`config.mk`:
```
export PLATFORM = sky130hd
export DESIGN_NAME = swfc_ctrl
export DESIGN_NICKNAME = d
export VERILOG_FILES = /design/src/rtl/swfc_pkg.sv /design/src/rtl/swfc_level_fsm.sv /design/src/rtl/swfc_pause_fsm.sv /design/src/rtl/swfc_tx_arb.sv /design/src/rtl/swfc_ctrl.sv
export SDC_FILE = /design/constraint.sdc
export NUM_CORES = 1
export LEC_CHECK = 0
export BUFFER_PORTS_ARGS = -buffer_cell sky130_fd_sc_hd__buf_2
export CAP_MARGIN = 20
export CORE_MARGIN = 2
export CORE_UTILIZATION = 40
export DETAILED_ROUTE_END_ITERATION = 6
export PLACE_DENSITY = 0.81
export RECOVER_POWER = 100
export REMOVE_ABC_BUFFERS = 1
export SLEW_MARGIN = 10
export SYNTH_ARGS = -nofsm -noshare
export SYNTH_HDL_FRONTEND = slang
export SYNTH_SLANG_ARGS = --single-unit
```
`constraint.sdc`:
```
create_clock -name clk -period 1.9 [get_ports clk]
set_input_delay 0.19 -clock clk [delete_from_list [all_inputs] [get_ports clk]]
set_output_delay 0.19 -clock clk [all_outputs]
set_load 0.05 [all_outputs]
```
`src/rtl/swfc_pkg.sv`:
```
`timescale 1ns/1ps
package swfc_pkg;
    typedef enum logic [1:0] {
        LV_OPEN, LV_SEND_OFF, LV_CLOSED, LV_SEND_ON
    } lvl_state_e;

    typedef enum logic [1:0] {
        PS_RUN, PS_HELD_REMOTE, PS_HELD_FORCED
    } pause_state_e;

    typedef enum logic [1:0] {
        CR_NONE, CR_XOFF, CR_XON
    } ctrl_req_e;
endpackage

```
`src/rtl/swfc_level_fsm.sv`:
```
`timescale 1ns/1ps
module swfc_level_fsm
    import swfc_pkg::*;
#(
    parameter int CNT_W = 8
) (
    input  logic             clk,
    input  logic             rst_n,
    input  logic             en,
    input  logic [CNT_W-1:0] fifo_level,
    input  logic [CNT_W-1:0] xon_level,
    input  logic [CNT_W-1:0] xoff_level,
    input  logic             grant,
    output ctrl_req_e        req
);
    lvl_state_e state, state_nx;

    always_ff @(posedge clk) begin
        if (!rst_n) state <= LV_OPEN;
        else        state <= state_nx;
    end

    always_comb begin
        state_nx = state;
        unique case (state)
            LV_OPEN:     if (en && fifo_level > xoff_level) state_nx = LV_SEND_OFF;
            LV_SEND_OFF: if (!en) state_nx = LV_OPEN;
                         else if (grant) state_nx = LV_CLOSED;
            LV_CLOSED:   if (!en) state_nx = LV_OPEN;
                         else if (fifo_level < xon_level) state_nx = LV_SEND_ON;
            LV_SEND_ON:  if (!en || grant) state_nx = LV_OPEN;
        endcase
    end

    always_comb begin
        req = CR_NONE;
        if (en) begin
            unique case (state)
                LV_SEND_OFF: req = CR_XOFF;
                LV_SEND_ON:  req = CR_XON;
                default:     req = CR_NONE;
            endcase
        end
    end

    // a granted request is never repeated in the following cycle
    a_r3_drop_after_grant: assert property (@(posedge clk) disable iff (!rst_n)
        grant |=> (req == CR_NONE));
    // disabling returns the machine to the open state
    a_r7_open_when_off: assert property (@(posedge clk) disable iff (!rst_n)
        !en |=> (state == LV_OPEN));
endmodule

```
`src/rtl/swfc_pause_fsm.sv`:
```
`timescale 1ns/1ps
module swfc_pause_fsm
    import swfc_pkg::*;
#(
    parameter int CHAR_W = 8
) (
    input  logic              clk,
    input  logic              rst_n,
    input  logic              en,
    input  logic              del_ctrl,
    input  logic [CHAR_W-1:0] xon_code,
    input  logic [CHAR_W-1:0] xoff_code,
    input  logic              frc_xon,
    input  logic              frc_xoff,
    input  logic              rxb_valid,
    input  logic [CHAR_W-1:0] rxb_data,
    output logic              fifo_push,
    output logic [CHAR_W-1:0] fifo_byte,
    output logic              got_xon,
    output logic              got_xoff,
    output logic              held
);
    pause_state_e state, state_nx;
    logic hit_off, hit_on;

    assign hit_off = rxb_valid && en && (rxb_data == xoff_code);
    assign hit_on  = rxb_valid && en && (rxb_data == xon_code) && !hit_off;

    always_ff @(posedge clk) begin
        if (!rst_n) begin
            state    <= PS_RUN;
            got_xon  <= 1'b0;
            got_xoff <= 1'b0;
        end else begin
            state    <= state_nx;
            got_xon  <= hit_on;
            got_xoff <= hit_off;
        end
    end

    always_comb begin
        state_nx = state;
        unique case (state)
            PS_RUN:         if (frc_xoff) state_nx = PS_HELD_FORCED;
                            else if (hit_off) state_nx = PS_HELD_REMOTE;
            PS_HELD_REMOTE: if (frc_xoff) state_nx = PS_HELD_FORCED;
                            else if (frc_xon || !en || hit_on) state_nx = PS_RUN;
            PS_HELD_FORCED: if (frc_xon && !frc_xoff) state_nx = PS_RUN;
            default:        state_nx = PS_RUN;
        endcase
    end

    always_comb begin
        held      = (state != PS_RUN);
        fifo_push = rxb_valid && !(del_ctrl && (hit_on || hit_off));
        fifo_byte = rxb_data;
    end

    // the two received-event pulses never coincide
    a_r5_irq_exclusive: assert property (@(posedge clk) disable iff (!rst_n)
        !(got_xon && got_xoff));
    // a force-stop always results in a hold
    a_r8_force_holds: assert property (@(posedge clk) disable iff (!rst_n)
        frc_xoff |=> held);
    // a received stop character holds data unless force-resume is applied
    a_r4_stop_holds: assert property (@(posedge clk) disable iff (!rst_n)
        (hit_off && !frc_xon) |=> held);
endmodule

```
`src/rtl/swfc_tx_arb.sv`:
```
`timescale 1ns/1ps
module swfc_tx_arb
    import swfc_pkg::*;
#(
    parameter int CHAR_W = 8
) (
    input  logic              ser_ready,
    input  ctrl_req_e         req,
    input  logic [CHAR_W-1:0] xon_code,
    input  logic [CHAR_W-1:0] xoff_code,
    input  logic              held,
    input  logic              src_valid,
    input  logic [CHAR_W-1:0] src_byte,
    output logic              grant,
    output logic              src_pop,
    output logic              ser_load,
    output logic [CHAR_W-1:0] ser_byte
);
    always_comb begin
        grant    = ser_ready && (req != CR_NONE);
        src_pop  = ser_ready && (req == CR_NONE) && src_valid && !held;
        ser_load = grant || src_pop;
        unique case (req)
            CR_XOFF: ser_byte = xoff_code;
            CR_XON:  ser_byte = xon_code;
            default: ser_byte = src_byte;
        endcase
    end
endmodule

```
`src/rtl/swfc_ctrl.sv`:
```
`timescale 1ns/1ps
module swfc_ctrl
    import swfc_pkg::*;
#(
    parameter int CHAR_W = 8,
    parameter int CNT_W  = 8
) (
    input  logic              clk,
    input  logic              rst_n,
    input  logic              en,
    input  logic              del_ctrl,
    input  logic [CHAR_W-1:0] xon_code,
    input  logic [CHAR_W-1:0] xoff_code,
    input  logic [CNT_W-1:0]  xon_level,
    input  logic [CNT_W-1:0]  xoff_level,
    input  logic              frc_xon,
    input  logic              frc_xoff,
    input  logic              rxb_valid,
    input  logic [CHAR_W-1:0] rxb_data,
    output logic              fifo_push,
    output logic [CHAR_W-1:0] fifo_byte,
    input  logic [CNT_W-1:0]  fifo_level,
    input  logic              src_valid,
    input  logic [CHAR_W-1:0] src_byte,
    output logic              src_pop,
    input  logic              ser_ready,
    output logic              ser_load,
    output logic [CHAR_W-1:0] ser_byte,
    output logic              got_xon,
    output logic              got_xoff
);
    ctrl_req_e req;
    logic      grant;
    logic      held;

    swfc_level_fsm #(.CNT_W(CNT_W)) u_level (
        .clk(clk), .rst_n(rst_n), .en(en), .fifo_level(fifo_level),
        .xon_level(xon_level), .xoff_level(xoff_level),
        .grant(grant), .req(req)
    );

    swfc_pause_fsm #(.CHAR_W(CHAR_W)) u_pause (
        .clk(clk), .rst_n(rst_n), .en(en), .del_ctrl(del_ctrl),
        .xon_code(xon_code), .xoff_code(xoff_code),
        .frc_xon(frc_xon), .frc_xoff(frc_xoff),
        .rxb_valid(rxb_valid), .rxb_data(rxb_data),
        .fifo_push(fifo_push), .fifo_byte(fifo_byte),
        .got_xon(got_xon), .got_xoff(got_xoff), .held(held)
    );

    swfc_tx_arb #(.CHAR_W(CHAR_W)) u_arb (
        .ser_ready(ser_ready), .req(req),
        .xon_code(xon_code), .xoff_code(xoff_code),
        .held(held), .src_valid(src_valid), .src_byte(src_byte),
        .grant(grant), .src_pop(src_pop),
        .ser_load(ser_load), .ser_byte(ser_byte)
    );

    // a pending control character always wins over data
    a_r2_ctrl_first: assert property (@(posedge clk) disable iff (!rst_n)
        (req != CR_NONE) |-> !src_pop);
    // held data is never popped
    a_r4_held_no_pop: assert property (@(posedge clk) disable iff (!rst_n)
        held |-> !src_pop);
    // a popped byte is loaded unchanged
    a_r9_pop_loads: assert property (@(posedge clk) disable iff (!rst_n)
        src_pop |-> (ser_load && ser_byte == src_byte));
endmodule

```
==> flow_summary_export.csv <==
group,metric,value,unit
cells_and_area,fin_util,0.6116,
cells_and_area,seq_area,125.1,sq um
sta,timing.hold.ws,0.2084,ns
synth,yosys-top-cells-area,"ha_1 21%, xnor2_1 11%, dfxtp_1 11%",
sta,slew_headroom,0.6041,
synth,synth_seq_area_share,0.1095,
cells_and_area,stdcell_area,0.001556,sq mm
clock_network,ctsRootBufferMaster,"clkbuf_4",
routing,num_vias,1281,
worst_setup_path,path_class,"reg2out",
clock_network,insertion_delay,0.24,ns
min_path,hold_depth,3,
synth,synth_top_area_share,0.2052,
cells_and_area,nNetsFinal,313,
cells_and_area,fin_cells,258,
synth,ys_types,31,
routing,finalWirelength,2846,um
synth,synth_largest_area_cell,"ha_1",
sta,hold_viol,0,
min_path,hold_start,"rst_n",
synth,yosysWarnings,0,
sta,worst_slack,0.09495,ns
floorplanning,dieArea,0.003178,sq mm
sta,drv_slew,0,
global_route,grt_first_pass_wirelength,4961,um
run,max_cap_violations,0,
worst_setup_path,reg2reg_depth,7,
routing,drt-pass1-iter-count,4,
sta,fmax,554.0,MHz
synth,synth_area,0.001097,sq mm
routing,drc,0,
global_route,grt_usage,0.1900,
global_route,grt_pass1_vias,1231,
cells_and_area,fillers,254,
sta,fin_crit,1.805,ns
power_and_ir_drop,p_per_area,393.4,mW/mm^2
global_route,grt-ovfl-total,0,
floorplanning,fp.coreArea,0.002545,sq mm
clock_network,numCtsBuffers,3,
synth,avgSynthCellArea,7.267,sq um
clock_network,h-tree-depth,1,
routing,wl_per_cell,11.03,um
power_and_ir_drop,intPower,0.3486,mW
place,io_buffers,85,
worst_setup_path,worstReg2RegStart,"u_level.state[0]",
power_and_ir_drop,seqPwrFrac,0.220,
clock_network,ctsHoldBuffers,0,
place,dp.cells,255,
synth,synth_cells,151,
place,dpl_cell_area,0.001491,sq mm
power_and_ir_drop,vdd_drop_max,0.0005043,V
floorplanning,num_rows,18,
worst_setup_path,crit_path_end_kind,"primary output",
place,post-place-ws,0.1246,ns
place,post-dp-hpwl,2547,um
cells_and_area,area_growth,41.85,%
clock_network,clock-sinks,6,
worst_setup_path,critical_path_required,1.71,ns
sta,tightest_slew,0.5963,ns
floorplanning,die_y,56.38,um
routing,ant_nets,0,
clock_network,cts_tree,"yes",
synth,ys_seq_elements,6,
worst_setup_path,crit_fanout,6,
power_and_ir_drop,p_clk_frac,0.187,
floorplanning,fp.dieW,56.38,um
power_and_ir_drop,leakagePower,0.8053,nW
global_route,grt_max_degree,17,
min_path,holdPathEnd,"u_pause.state[0]",
worst_setup_path,reg2reg_to,"u_level.state[1]",
floorplanning,io_pins,86,
power_and_ir_drop,p_sw_frac,0.4307,
floorplanning,start_util,0.4312,
global_route,antenna_found_initial,0,
place,gp_congestion,0.8065,
routing,viasPerCell,4.965,
cells_and_area,diodes,0,
cells_and_area,drive_gt1_frac,0.3816,
power_and_ir_drop,pwr-share-comb,0.593,
power_and_ir_drop,power.switching,0.2637,mW
worst_setup_path,start_kind,"flip-flop",
routing,dr.first_iter.drc_count,23,
sta,min_period_over_period,0.9500,
min_path,hp-class,"in2reg",
clock_network,clk_pin_slew,0.05,ns
sta,setup_viol,0,
clock_network,cts_buffer_depth,2,
outcome,status,"finished clean",
cells_and_area,multiInputGateArea,855.8,sq um
worst_setup_path,crit_arrival,1.62,ns
sta,fin_skew,0.004741,ns
worst_setup_path,r2r_slack,0.44,ns
[cells in the mapped netlist]
| cell | number |
|---|---|
| clkbuf_1 | 3 |
| nor3_1 | 1 |
| o21ai_0 | 12 |
| xor2_1 | 3 |
| inv_1 | 20 |
| a21boi_0 | 1 |
| dfxtp_1 | 6 |
| xnor2_1 | 14 |
| and4_1 | 1 |
| a21o_1 | 1 |
| nand2b_1 | 1 |
| nor2_1 | 6 |
| clkbuf_2 | 1 |
| nor2b_1 | 1 |
| nor4_1 | 2 |
| nand4_1 | 4 |
| ha_1 | 18 |
| a22oi_1 | 8 |
| nand2_1 | 14 |
| nand4b_1 | 1 |
| a211o_1 | 1 |
| or4_4 | 2 |
| nand3_1 | 5 |
| nor3b_2 | 1 |
| o221ai_1 | 1 |
| buf_4 | 8 |
| nand3b_1 | 1 |
| a211oi_1 | 4 |
| nand2_2 | 1 |
| o211ai_1 | 1 |
| a21oi_1 | 8 |
[kinds of logic (layout without fill, tap and decap cells)]
family          count (synthesis)  in the layout  synth area share
compound gates                 37             37            0.2098
fa+ha+maj                      18             18            0.2052
flops                           6              6            0.1095
buf+inv                        32            109            0.1380
simple gates                   41             41            0.2018
xor+xnor                       17             17            0.1357
[timing repair]
item / CTS / global route
setup endpoints to repair: 8 / 9
pin swaps: 0 / 0
setup buffers: 0 / 0
gates resized for setup: 13 / 7
[per-layer routing]
layer / GRT usage / routed length [um] / up-vias
li1: - / - / 679
met1: 0.2178 / 1195 / 566
met5: 0 / 0 / -
met4: 0.06463 / 19 / 0
met3: 0.02995 / 130 / 2
met2: 0.3529 / 1500 / 34
[power groups by stage]
stage / Sequential, mW / Clock [mW] / Combinational (mW)
floorplan: 0.136 / 0 / 0.185
finish: 0.135 / 0.114 / 0.363
detailed placement: 0.137 / 0 / 0.353
CTS: 0.135 / 0.121 / 0.367
global route: 0.136 / 0.126 / 0.401
global placement: 0.136 / 0 / 0.347
[final cells by class]
cell class,count,share of cell area
inverter,20,0.04823
multi-input combinational,113,0.5498
sequential,6,0.08039
timing repair buffer,86,0.2830
tap,30,0.02412
clock buffer,3,0.01447
[critical path: stages, from the launching register on]
cell	delay [ns]
dfxtp_4	0.37
nand2_1	0.09
nor2_4	0.12
inv_1	0.09
ha_1	0.24
nand2b_1	0.17
o21ai_0	0.07
buf_4	0.22
[worst max-delay path by stage]
| stage | from | endpoint | slack, ns |
|---|---|---|---|
| after floorplan | u_level.state[1] | ser_byte[0] | -0.39 |
| after global placement | u_level.state[1] | ser_byte[6] | 0.15 |
| after detailed placement | u_level.state[1] | ser_byte[2] | 0.12 |
| after CTS | u_level.state[1] | ser_byte[0] | 0.01 |
| after global routing | u_level.state[1] | ser_byte[5] | -0.008 |
| final | u_level.state[0] | ser_load | 0.09 |
[placed cells by master (no fill, tap or decap), drive strengths merged]
master and instances:
buf 76, inv 20, ha 18, nand2 15
xnor2 14, clkbuf 13, o21ai 12, a21oi 8
a22oi 8, nor2 6, dfxtp 6, nand3 5
nand4 4, a211oi 4, xor2 3, or4 2
nor4 2, nand4b 1, nand2b 1, a21boi 1
nor3b 1, a21o 1, nor2b 1, o211ai 1
a211o 1, and4 1, o221ai 1, nand3b 1
nor3 1
[registers in the layout, indices dropped and copies added (netlist names)]
signal            cells
u_level.state         2
u_pause.state         2
u_pause.got_xon       1
u_pause.got_xoff      1
[through the flow]
stage | setup TNS (ns) | total power [mW]
final | 0 | 0.6123
after global routing | -0.007747 | 0.6632
after CTS | 0 | 0.6222
after detailed placement | 0 | 0.4900
after global placement | 0 | 0.4833
after floorplan | -3.279 | 0.3212
Note: power is estimated with default switching activity, not from simulation.
